==> src/rtl/tape_pkg.sv <==
package tape_pkg;
  localparam int OP_W = 3;

  typedef enum logic [OP_W-1:0] {
    OP_FWD   = 3'b000,
    OP_BACK  = 3'b001,
    OP_INC   = 3'b010,
    OP_DEC   = 3'b011,
    OP_OPEN  = 3'b100,
    OP_CLOSE = 3'b101,
    OP_EMIT  = 3'b110,
    OP_HALT  = 3'b111
  } op_e;
endpackage

==> src/rtl/tape_prog_mem.sv <==
module tape_prog_mem
  import tape_pkg::*;
#(
  parameter int DEPTH = 64,
  parameter int AW    = $clog2(DEPTH)
) (
  input  logic            clk,
  input  logic            rst_n,
  input  logic            wr_en,
  input  logic [AW-1:0]   wr_addr,
  input  logic [OP_W-1:0] wr_op,
  input  logic [AW-1:0]   fetch_addr,
  output logic [OP_W-1:0] fetch_op,
  input  logic [AW-1:0]   peek_addr,
  output logic [OP_W-1:0] peek_op
);

  logic [OP_W-1:0] mem_q [DEPTH];
  logic [OP_W-1:0] mem_d [DEPTH];

  always_comb begin
    for (int i = 0; i < DEPTH; i++) mem_d[i] = mem_q[i];
    if (wr_en) mem_d[wr_addr] = wr_op;
  end

  always_ff @(posedge clk or negedge rst_n) begin
    if (!rst_n) begin
      for (int i = 0; i < DEPTH; i++) mem_q[i] <= '0;
    end else if (wr_en) begin
      for (int i = 0; i < DEPTH; i++) mem_q[i] <= mem_d[i];
    end
  end

  assign fetch_op = mem_q[fetch_addr];
  assign peek_op  = mem_q[peek_addr];

  // a strobed opcode lands at the strobed address
  a_r2_write_lands: assert property (@(posedge clk) disable iff (!rst_n)
    wr_en |=> mem_q[$past(wr_addr)] == $past(wr_op));

endmodule

==> src/rtl/tape_cells.sv <==
module tape_cells #(
  parameter int CELLS  = 32,
  parameter int CELL_W = 8,
  parameter int AW     = $clog2(CELLS)
) (
  input  logic              clk,
  input  logic              rst_n,
  input  logic              clr_all,
  input  logic              wr_en,
  input  logic [AW-1:0]     wr_addr,
  input  logic [CELL_W-1:0] wr_data,
  input  logic [AW-1:0]     rd_addr_a,
  output logic [CELL_W-1:0] rd_data_a,
  input  logic [AW-1:0]     rd_addr_b,
  output logic [CELL_W-1:0] rd_data_b
);

  logic [CELL_W-1:0] cell_q [CELLS];
  logic [CELL_W-1:0] cell_d [CELLS];

  always_comb begin
    for (int i = 0; i < CELLS; i++) cell_d[i] = cell_q[i];
    if (clr_all) begin
      for (int i = 0; i < CELLS; i++) cell_d[i] = '0;
    end else if (wr_en) begin
      cell_d[wr_addr] = wr_data;
    end
  end

  always_ff @(posedge clk or negedge rst_n) begin
    if (!rst_n) begin
      for (int i = 0; i < CELLS; i++) cell_q[i] <= '0;
    end else if (clr_all || wr_en) begin
      for (int i = 0; i < CELLS; i++) cell_q[i] <= cell_d[i];
    end
  end

  assign rd_data_a = cell_q[rd_addr_a];
  assign rd_data_b = cell_q[rd_addr_b];

  // a clear leaves every readable cell at zero
  a_r10_tape_zeroed: assert property (@(posedge clk) disable iff (!rst_n)
    clr_all |=> (rd_data_a == '0 && rd_data_b == '0));

  // a single cell write lands where addressed
  a_r4_cell_write: assert property (@(posedge clk) disable iff (!rst_n)
    (wr_en && !clr_all) |=> cell_q[$past(wr_addr)] == $past(wr_data));

endmodule

==> src/rtl/tape_step.sv <==
module tape_step
  import tape_pkg::*;
#(
  parameter int PROG_DEPTH = 64,
  parameter int CELLS      = 32,
  parameter int CELL_W     = 8,
  parameter int PC_W       = $clog2(PROG_DEPTH),
  parameter int DP_W       = $clog2(CELLS),
  parameter int DW         = PC_W + 2
) (
  input  logic [OP_W-1:0]      op,
  input  logic signed [DW-1:0] depth_q,
  input  logic [CELL_W-1:0]    cell_val,
  input  logic [PC_W-1:0]      pc_q,
  input  logic [DP_W-1:0]      dp_q,
  output logic signed [DW-1:0] depth_d,
  output logic [PC_W-1:0]      pc_d,
  output logic                 pc_oor,
  output logic [DP_W-1:0]      dp_d,
  output logic                 cell_wr,
  output logic [CELL_W-1:0]    cell_wdata,
  output logic                 emit,
  output logic                 halt_req
);

  localparam logic signed [DW-1:0] D_ONE   = 1;
  localparam logic [PC_W-1:0]      PC_LAST = PC_W'(PROG_DEPTH - 1);

  logic active;
  logic cell_zero;
  logic go_back;

  assign active    = (depth_q == '0);
  assign cell_zero = (cell_val == '0);

  always_comb begin
    depth_d    = depth_q;
    dp_d       = dp_q;
    cell_wr    = 1'b0;
    cell_wdata = cell_val;
    emit       = 1'b0;
    halt_req   = 1'b0;
    case (op_e'(op))
      OP_OPEN:  if (cell_zero || !active) depth_d = depth_q + D_ONE;
      OP_CLOSE: if (!cell_zero || !active) depth_d = depth_q - D_ONE;
      OP_FWD:   if (active) dp_d = dp_q + DP_W'(1);
      OP_BACK:  if (active) dp_d = dp_q - DP_W'(1);
      OP_INC: begin
        if (active) begin
          cell_wr    = 1'b1;
          cell_wdata = cell_val + CELL_W'(1);
        end
      end
      OP_DEC: begin
        if (active) begin
          cell_wr    = 1'b1;
          cell_wdata = cell_val - CELL_W'(1);
        end
      end
      OP_EMIT:  emit     = active;
      OP_HALT:  halt_req = active;
      default: ;
    endcase
  end

  // direction follows the depth produced in this same cycle
  assign go_back = depth_d[DW-1];

  always_comb begin
    if (go_back) begin
      pc_d   = pc_q - PC_W'(1);
      pc_oor = (pc_q == '0);
    end else begin
      pc_d   = pc_q + PC_W'(1);
      pc_oor = (pc_q == PC_LAST);
    end
  end

endmodule

==> src/rtl/tape_interp.sv <==
module tape_interp
  import tape_pkg::*;
#(
  parameter int PROG_DEPTH = 64,
  parameter int CELLS      = 32,
  parameter int CELL_W     = 8
) (
  input  logic        clk,
  input  logic        rst_n,
  input  logic        run_mode,
  input  logic        clear,
  input  logic        prog_wr,
  input  logic [5:0]  prog_addr,
  input  logic [2:0]  prog_op,
  output logic [2:0]  prog_rdata,
  input  logic        disp_sel,
  input  logic [4:0]  disp_addr,
  output logic [7:0]  disp_value,
  output logic [7:0]  out_value,
  output logic        halted
);

  localparam int PC_W = $clog2(PROG_DEPTH);
  localparam int DP_W = $clog2(CELLS);
  localparam int DW   = PC_W + 2;

  // state registers
  logic [PC_W-1:0]      pc_q, pc_n;
  logic [DP_W-1:0]      dp_q, dp_n;
  logic signed [DW-1:0] depth_q, depth_n;
  logic [CELL_W-1:0]    out_q, out_n;
  logic                 halted_q, halted_n;

  // datapath nets
  logic [OP_W-1:0]      cur_op;
  logic [OP_W-1:0]      peek_op;
  logic [CELL_W-1:0]    cur_cell;
  logic [CELL_W-1:0]    view_cell;
  logic signed [DW-1:0] st_depth;
  logic [PC_W-1:0]      st_pc;
  logic                 st_oor;
  logic [DP_W-1:0]      st_dp;
  logic                 st_wr;
  logic [CELL_W-1:0]    st_wdata;
  logic                 st_emit;
  logic                 st_halt;
  logic                 run_go;
  logic                 tape_clr;
  logic                 tape_wr;
  logic                 store_wr;

  assign run_go   = run_mode && !halted_q && !clear;
  assign tape_clr = clear || !run_mode;
  assign tape_wr  = run_go && st_wr;
  assign store_wr = !run_mode && prog_wr;

  tape_prog_mem #(.DEPTH(PROG_DEPTH)) u_prog (
    .clk        (clk),
    .rst_n      (rst_n),
    .wr_en      (store_wr),
    .wr_addr    (prog_addr),
    .wr_op      (prog_op),
    .fetch_addr (pc_q),
    .fetch_op   (cur_op),
    .peek_addr  (prog_addr),
    .peek_op    (peek_op)
  );

  tape_cells #(.CELLS(CELLS), .CELL_W(CELL_W)) u_tape (
    .clk       (clk),
    .rst_n     (rst_n),
    .clr_all   (tape_clr),
    .wr_en     (tape_wr),
    .wr_addr   (dp_q),
    .wr_data   (st_wdata),
    .rd_addr_a (dp_q),
    .rd_data_a (cur_cell),
    .rd_addr_b (disp_addr),
    .rd_data_b (view_cell)
  );

  tape_step #(
    .PROG_DEPTH (PROG_DEPTH),
    .CELLS      (CELLS),
    .CELL_W     (CELL_W)
  ) u_step (
    .op         (cur_op),
    .depth_q    (depth_q),
    .cell_val   (cur_cell),
    .pc_q       (pc_q),
    .dp_q       (dp_q),
    .depth_d    (st_depth),
    .pc_d       (st_pc),
    .pc_oor     (st_oor),
    .dp_d       (st_dp),
    .cell_wr    (st_wr),
    .cell_wdata (st_wdata),
    .emit       (st_emit),
    .halt_req   (st_halt)
  );

  // next-state
  always_comb begin
    pc_n     = pc_q;
    dp_n     = dp_q;
    depth_n  = depth_q;
    halted_n = halted_q;
    if (!run_mode) begin
      pc_n     = '0;
      dp_n     = '0;
      depth_n  = '0;
      halted_n = 1'b0;
    end else if (run_go) begin
      if (st_halt) begin
        halted_n = 1'b1;
      end else begin
        dp_n    = st_dp;
        depth_n = st_depth;
        if (st_oor) halted_n = 1'b1;
        else        pc_n     = st_pc;
      end
    end
  end

  always_comb begin
    out_n = out_q;
    if (clear)                 out_n = '0;
    else if (run_go && st_emit) out_n = cur_cell;
  end

  // registers
  always_ff @(posedge clk or negedge rst_n) begin
    if (!rst_n) begin
      pc_q     <= '0;
      dp_q     <= '0;
      depth_q  <= '0;
      halted_q <= 1'b0;
    end else begin
      pc_q     <= pc_n;
      dp_q     <= dp_n;
      depth_q  <= depth_n;
      halted_q <= halted_n;
    end
  end

  always_ff @(posedge clk or negedge rst_n) begin
    if (!rst_n)                          out_q <= '0;
    else if (clear || (run_go && st_emit)) out_q <= out_n;
  end

  assign out_value  = out_q;
  assign halted     = halted_q;
  assign prog_rdata = run_mode ? '0 : peek_op;
  assign disp_value = disp_sel ? view_cell : out_q;

  // clear empties the output register
  a_r10_clear_out: assert property (@(posedge clk) disable iff (!rst_n)
    clear |=> out_value == '0);

  // a halted run keeps its program counter and stays halted
  a_r8_halt_holds_pc: assert property (@(posedge clk) disable iff (!rst_n)
    (run_mode && halted_q) |=> ($stable(pc_q) && halted_q));

  // load mode returns the control state to zero
  a_r11_load_resets: assert property (@(posedge clk) disable iff (!rst_n)
    !run_mode |=> (pc_q == '0 && dp_q == '0 && depth_q == '0 && !halted_q));

  // nothing but the depth moves during a bracket search
  a_r5_search_inert: assert property (@(posedge clk) disable iff (!rst_n)
    (run_mode && !clear && !halted_q && depth_q != '0) |=> ($stable(dp_q) && $stable(out_q)));

  // a clear in run mode stalls the program counter
  a_r10_clear_stalls: assert property (@(posedge clk) disable iff (!rst_n)
    (run_mode && clear) |=> $stable(pc_q));

endmodule

==> config.mk <==
export PLATFORM = sky130hd
export DESIGN_NAME = tape_interp
export DESIGN_NICKNAME = d
export VERILOG_FILES = /design/src/rtl/tape_pkg.sv /design/src/rtl/tape_prog_mem.sv /design/src/rtl/tape_cells.sv /design/src/rtl/tape_step.sv /design/src/rtl/tape_interp.sv
export SDC_FILE = /design/constraint.sdc
export NUM_CORES = 1
export LEC_CHECK = 0
export BUFFER_PORTS_ARGS = -buffer_cell sky130_fd_sc_hd__buf_2
export CAP_MARGIN = 20
export CORE_MARGIN = 2
export CORE_UTILIZATION = 50
export CTS_BUF_LIST = sky130_fd_sc_hd__clkbuf_16
export CTS_CLUSTER_DIAMETER = 200
export CTS_CLUSTER_SIZE = 12
export DETAILED_ROUTE_END_ITERATION = 10
export PLACE_DENSITY = 0.64
export SLEW_MARGIN = 5
export SYNTH_ARGS = -nofsm -noshare
export SYNTH_HDL_FRONTEND = slang
export SYNTH_SLANG_ARGS = --single-unit
==> constraint.sdc <==
create_clock -name clk -period 5.4 [get_ports clk]
set_clock_uncertainty 0.15 [all_clocks]
set_input_delay 1.08 -clock clk [delete_from_list [all_inputs] [get_ports clk]]
set_output_delay 1.08 -clock clk [all_outputs]
set_load 0.005 [all_outputs]
==> results_tabular.tex <==
\begin{tabular}{lr}
\hline
Metric & Value \\
\hline
\multicolumn{2}{l}{\textbf{Yosys}} \\
Mapped cell area & 0.0266 mm² \\
Cell with the most instances after synthesis & dfrtp\_1 \\
Post-synth ARST share & 100\% \\
Flip-flop and latch count after synthesis & 476 \\
Area contributors post-synth & dfrtp\_1 45\%, mux4\_2 10\%, mux2\_2 8.3\% \\
Top flip-flop cell by instance count after synthesis & dfrtp\_1 \\
Yosys top cell by area & dfrtp\_1 \\
Number of different library cells in the post-synthesis netlist & 74 \\
Synth Warn \# & 0 \\
Part of the Yosys area used for sequential elements & 44.8\% \\
Average cell area after synthesis & 11.2 µm² \\
Post-synth EDFFs & 0 \\
Yosys top cell area share & 44.8\% \\
Net count after synthesis & 2404 \\
Gate Count Post-Synth & 2370 \\
Top cell types by occurrence after synthesis & 476 x dfrtp\_1, 283 x nand3\_1, 259 x o21ai\_0 \\
\multicolumn{2}{l}{\textbf{Timing}} \\
Fin. max-slew vios & 0 \\
Final hold viol count & 0 \\
Least-Margin Pin Slew & 1180 ps \\
PnR worst setup slack & 383 ps \\
Max-slew headroom at the worst pin & 20.9\% \\
Final Critical Period & 5020 ps \\
Final setup fails & 0 \\
Setup TNS & 0 ps \\
Setup repair after global routing missed its margin & false \\
Final critical-path share of the clock period & 92.9\% \\
Fmax & 199 MHz \\
\multicolumn{2}{l}{\textbf{Floorplanning}} \\
DIE WIDTH & 235 µm \\
Initial core utilization & 50.6\% \\
Number of ports placed on the die boundary & 40 \\
DIE AREA & 0.0550 mm² \\
Core ar. & 0.0526 mm² \\
Cell Rows & 84 \\
Chip Height & 235 µm \\
\multicolumn{2}{l}{\textbf{Hold path}} \\
Tightest Hold Check Type & flop to flop \\
End point of the most critical hold path & u\_tape.cell\_q[153] \\
Hold path cells & 2 \\
Hold\_sp & u\_tape.cell\_q[153] \\
\multicolumn{2}{l}{\textbf{Worst setup path}} \\
Path depth of the worst reg2reg path & 19 \\
Maximum fanout along the worst path & 26 \\
Endpoint arrival time on the critical path & 5390 ps \\
Slowest Stage Delay on Critical Path & 620 ps \\
Critical Path End Type & flop \\
Worst-case register-to-register setup slack & 380 ps \\
Endpoint required time on the critical path & 5780 ps \\
Most common cell on crit path & nor2\_1 \\
Slowest cell on the critical path & dfrtp\_4 \\
Cells traversed along the worst timing path & buf\_12 > buf\_4 > mux2i\_1 > o22ai\_1 > nor4\_1 > nand4\_1 > nor2\_1 > a2111oi\_4 > nor2\_1 > inv\_1 > ha\_1 > a21o\_1 > a21oi\_1 > nor2b\_1 > o21ai\_0 > nand2b\_1 > or4\_1 > nand3\_1 > a32o\_1 \\
Worst flop-to-flop path startpoint & dp\_q[1] \\
Critical Setup Path Class & flop to flop \\
RR Endpoint & pc\_q[5] \\
Crit path launch type & flop \\
\multicolumn{2}{l}{\textbf{Placement}} \\
Number of buffers inserted by port buffering & 39 \\
Final weighted congestion of routability-driven global placement & 0.977 \\
Placed wire-length estimate & 56400 µm \\
Setup slack at placement & 350 ps \\
\multicolumn{2}{l}{\textbf{Clock network}} \\
CTS Buf Count & 45 \\
Hold-fix buffers, CTS & 0 \\
Latest clock arrival within the worst-skew pair & 620 ps \\
Cell at the root of the clock tree & clkbuf\_16 \\
Worst-case clock buffer depth & 3 \\
Clock Pin Slew Worst Setup and Hold Paths & 70 ps \\
TritonCTS clock tree & done \\
Sink Count & 476 \\
\# H-tree levels & 2 \\
\multicolumn{2}{l}{\textbf{Pwr}} \\
Internal Dissipation & 5.60 mW \\
Total net switching power & 2.06 mW \\
Leakage power figure & 11.7 nW \\
Switching part of the total & 26.8\% \\
Worst ir drop on vdd & 0.223 mV \\
Reg power frac & 49.9\% \\
Power share of the clock group & 38.2\% \\
Total power per unit cell area & 266 mW/mm² \\
Combinational share of power & 11.9\% \\
\multicolumn{2}{l}{\textbf{Drt}} \\
Total Wirelength & 83900 µm \\
Remaining antenna violation count & 0 \\
Initial DRT Pass Iterations & 6 \\
\# DRC & 0 \\
Via count of the routed design & 21000 \\
Detailed-route vias per instance & 6.99 \\
Initial DRC Count & 2751 \\
Post-detailed-route wirelength per cell & 27.9 µm \\
\multicolumn{2}{l}{\textbf{GRT}} \\
All-Layer GR Usage & 30.8\% \\
Pin count of the biggest net entering global routing & 202 \\
Initial antenna violation count & 3 \\
Global-route wire length before repair & 128000 µm \\
Vias in the first global route & 20100 \\
Aggregate global routing overflow & 0 \\
\multicolumn{2}{l}{\textbf{Run}} \\
Count of max-cap constraint violations & 0 \\
\multicolumn{2}{l}{\textbf{Finish}} \\
Share of final-layout standard cells stronger than drive strength 1 & 23.2\% \\
Nets & 2343 \\
Area overhead of the layout relative to synthesis & 8.39\% \\
\multicolumn{2}{l}{\textbf{Status}} \\
Status & completed \\
\hline
\end{tabular}
## kinds of logic (layout without fill, tap and decap cells)
kind of cell	count (synthesis)	after routing	share of synthesized area, %
buf+inv	257	202	4.29
xor+xnor	15	15	0.494
flops	476	476	44.8
compound gates	540	540	12.4
mux	451	451	25.0
other cells	0	2	0
simple gates	617	617	12.2
fa+ha+maj	14	14	0.715
## what timing repair did
item | CTS | global route
setup endpoints to repair | 0 | 1
resized for setup | 0 | 6
buffers inserted | 0 | 1
## through the flow
step	power, mW	hold WS (ps)	instance area [µm²]	std cells	utilization (%)
6_report	7.66	375	28800	3005	54.8
5_1_grt	7.90	388	28800	3003	54.8
4_1_cts	7.68	371	28700	3000	54.7
3_5_place_dp	4.78	356	27500	2947	52.3
3_3_place_gp	4.75	346	27500	2947	52.3
2_1_floorplan	4.44	330	26600	2370	-
## power groups by stage
stage | clock, mW | sequential [mW] | combinational (mW)
floorplan | 0 | 3.82 | 0.619
global placement | 0 | 3.87 | 0.882
detailed placement | 0 | 3.88 | 0.899
CTS | 2.97 | 3.82 | 0.900
global route | 3.09 | 3.83 | 0.979
finish | 2.92 | 3.82 | 0.914
## layer usage
layer	track usage [%]	part of all wire, %
met1	44.5	41
met2	46.9	45
met3	6.00	9.7
met4	9.96	3.4
met5	0	0.012
## placed cells by master (no fill, tap or decap), types with 24 or more instances in the layout
cell type	synthesis	routed
dfrtp_1	476	469
nand3_1	283	283
o21ai_0	259	259
mux2_2	195	195
mux4_2	120	120
nand2_1	114	114
mux2i_1	112	112
a22oi_1	94	94
buf_4	4	71
nor2_1	68	65
o22ai_1	52	52
clkbuf_16	0	45
buf_2	30	37
a21oi_1	34	34
inv_1	21	25
mux4_1	24	24
## critical path: cells and delay by family (launching register included)
family,cells,cell delay (ps)
simple gates,8,1950
compound gates,6,1040
flops,1,620
buf+inv,3,550
mux,1,350
fa+ha+maj,1,280
## state kept, by name, indices dropped and copies added (netlist names)
register and count:
u_prog.mem_q 192, u_tape.cell_q 256, pc_q 6, halted 1, dp_q 5, depth_q 8
out_value 8
## cell type report
cell class	instances	area, µm²
Tap cell	688	861
Fill cell	4442	23700
Sequential cell	476	11900
Inverter	23	86.3
Clock buffer	45	1130
Antenna cell	2	5.00
Clock inverter	8	114
Timing Repair Buffer	126	1070
Multi-Input combinational cell	1637	13600
## worst max path at each step
stage | start | end | slack, ps
5_1_grt | pc_q[0] | pc_q[5] | 70
6_report | dp_q[1] | pc_q[5] | 380
3_5_place_dp | dp_q[4] | pc_q[5] | 350
2_1_floorplan | pc_q[1] | pc_q[5] | 580
4_1_cts | dp_q[4] | pc_q[5] | 310
3_3_place_gp | dp_q[1] | pc_q[5] | 320
(Power assumes the default switching activity.)
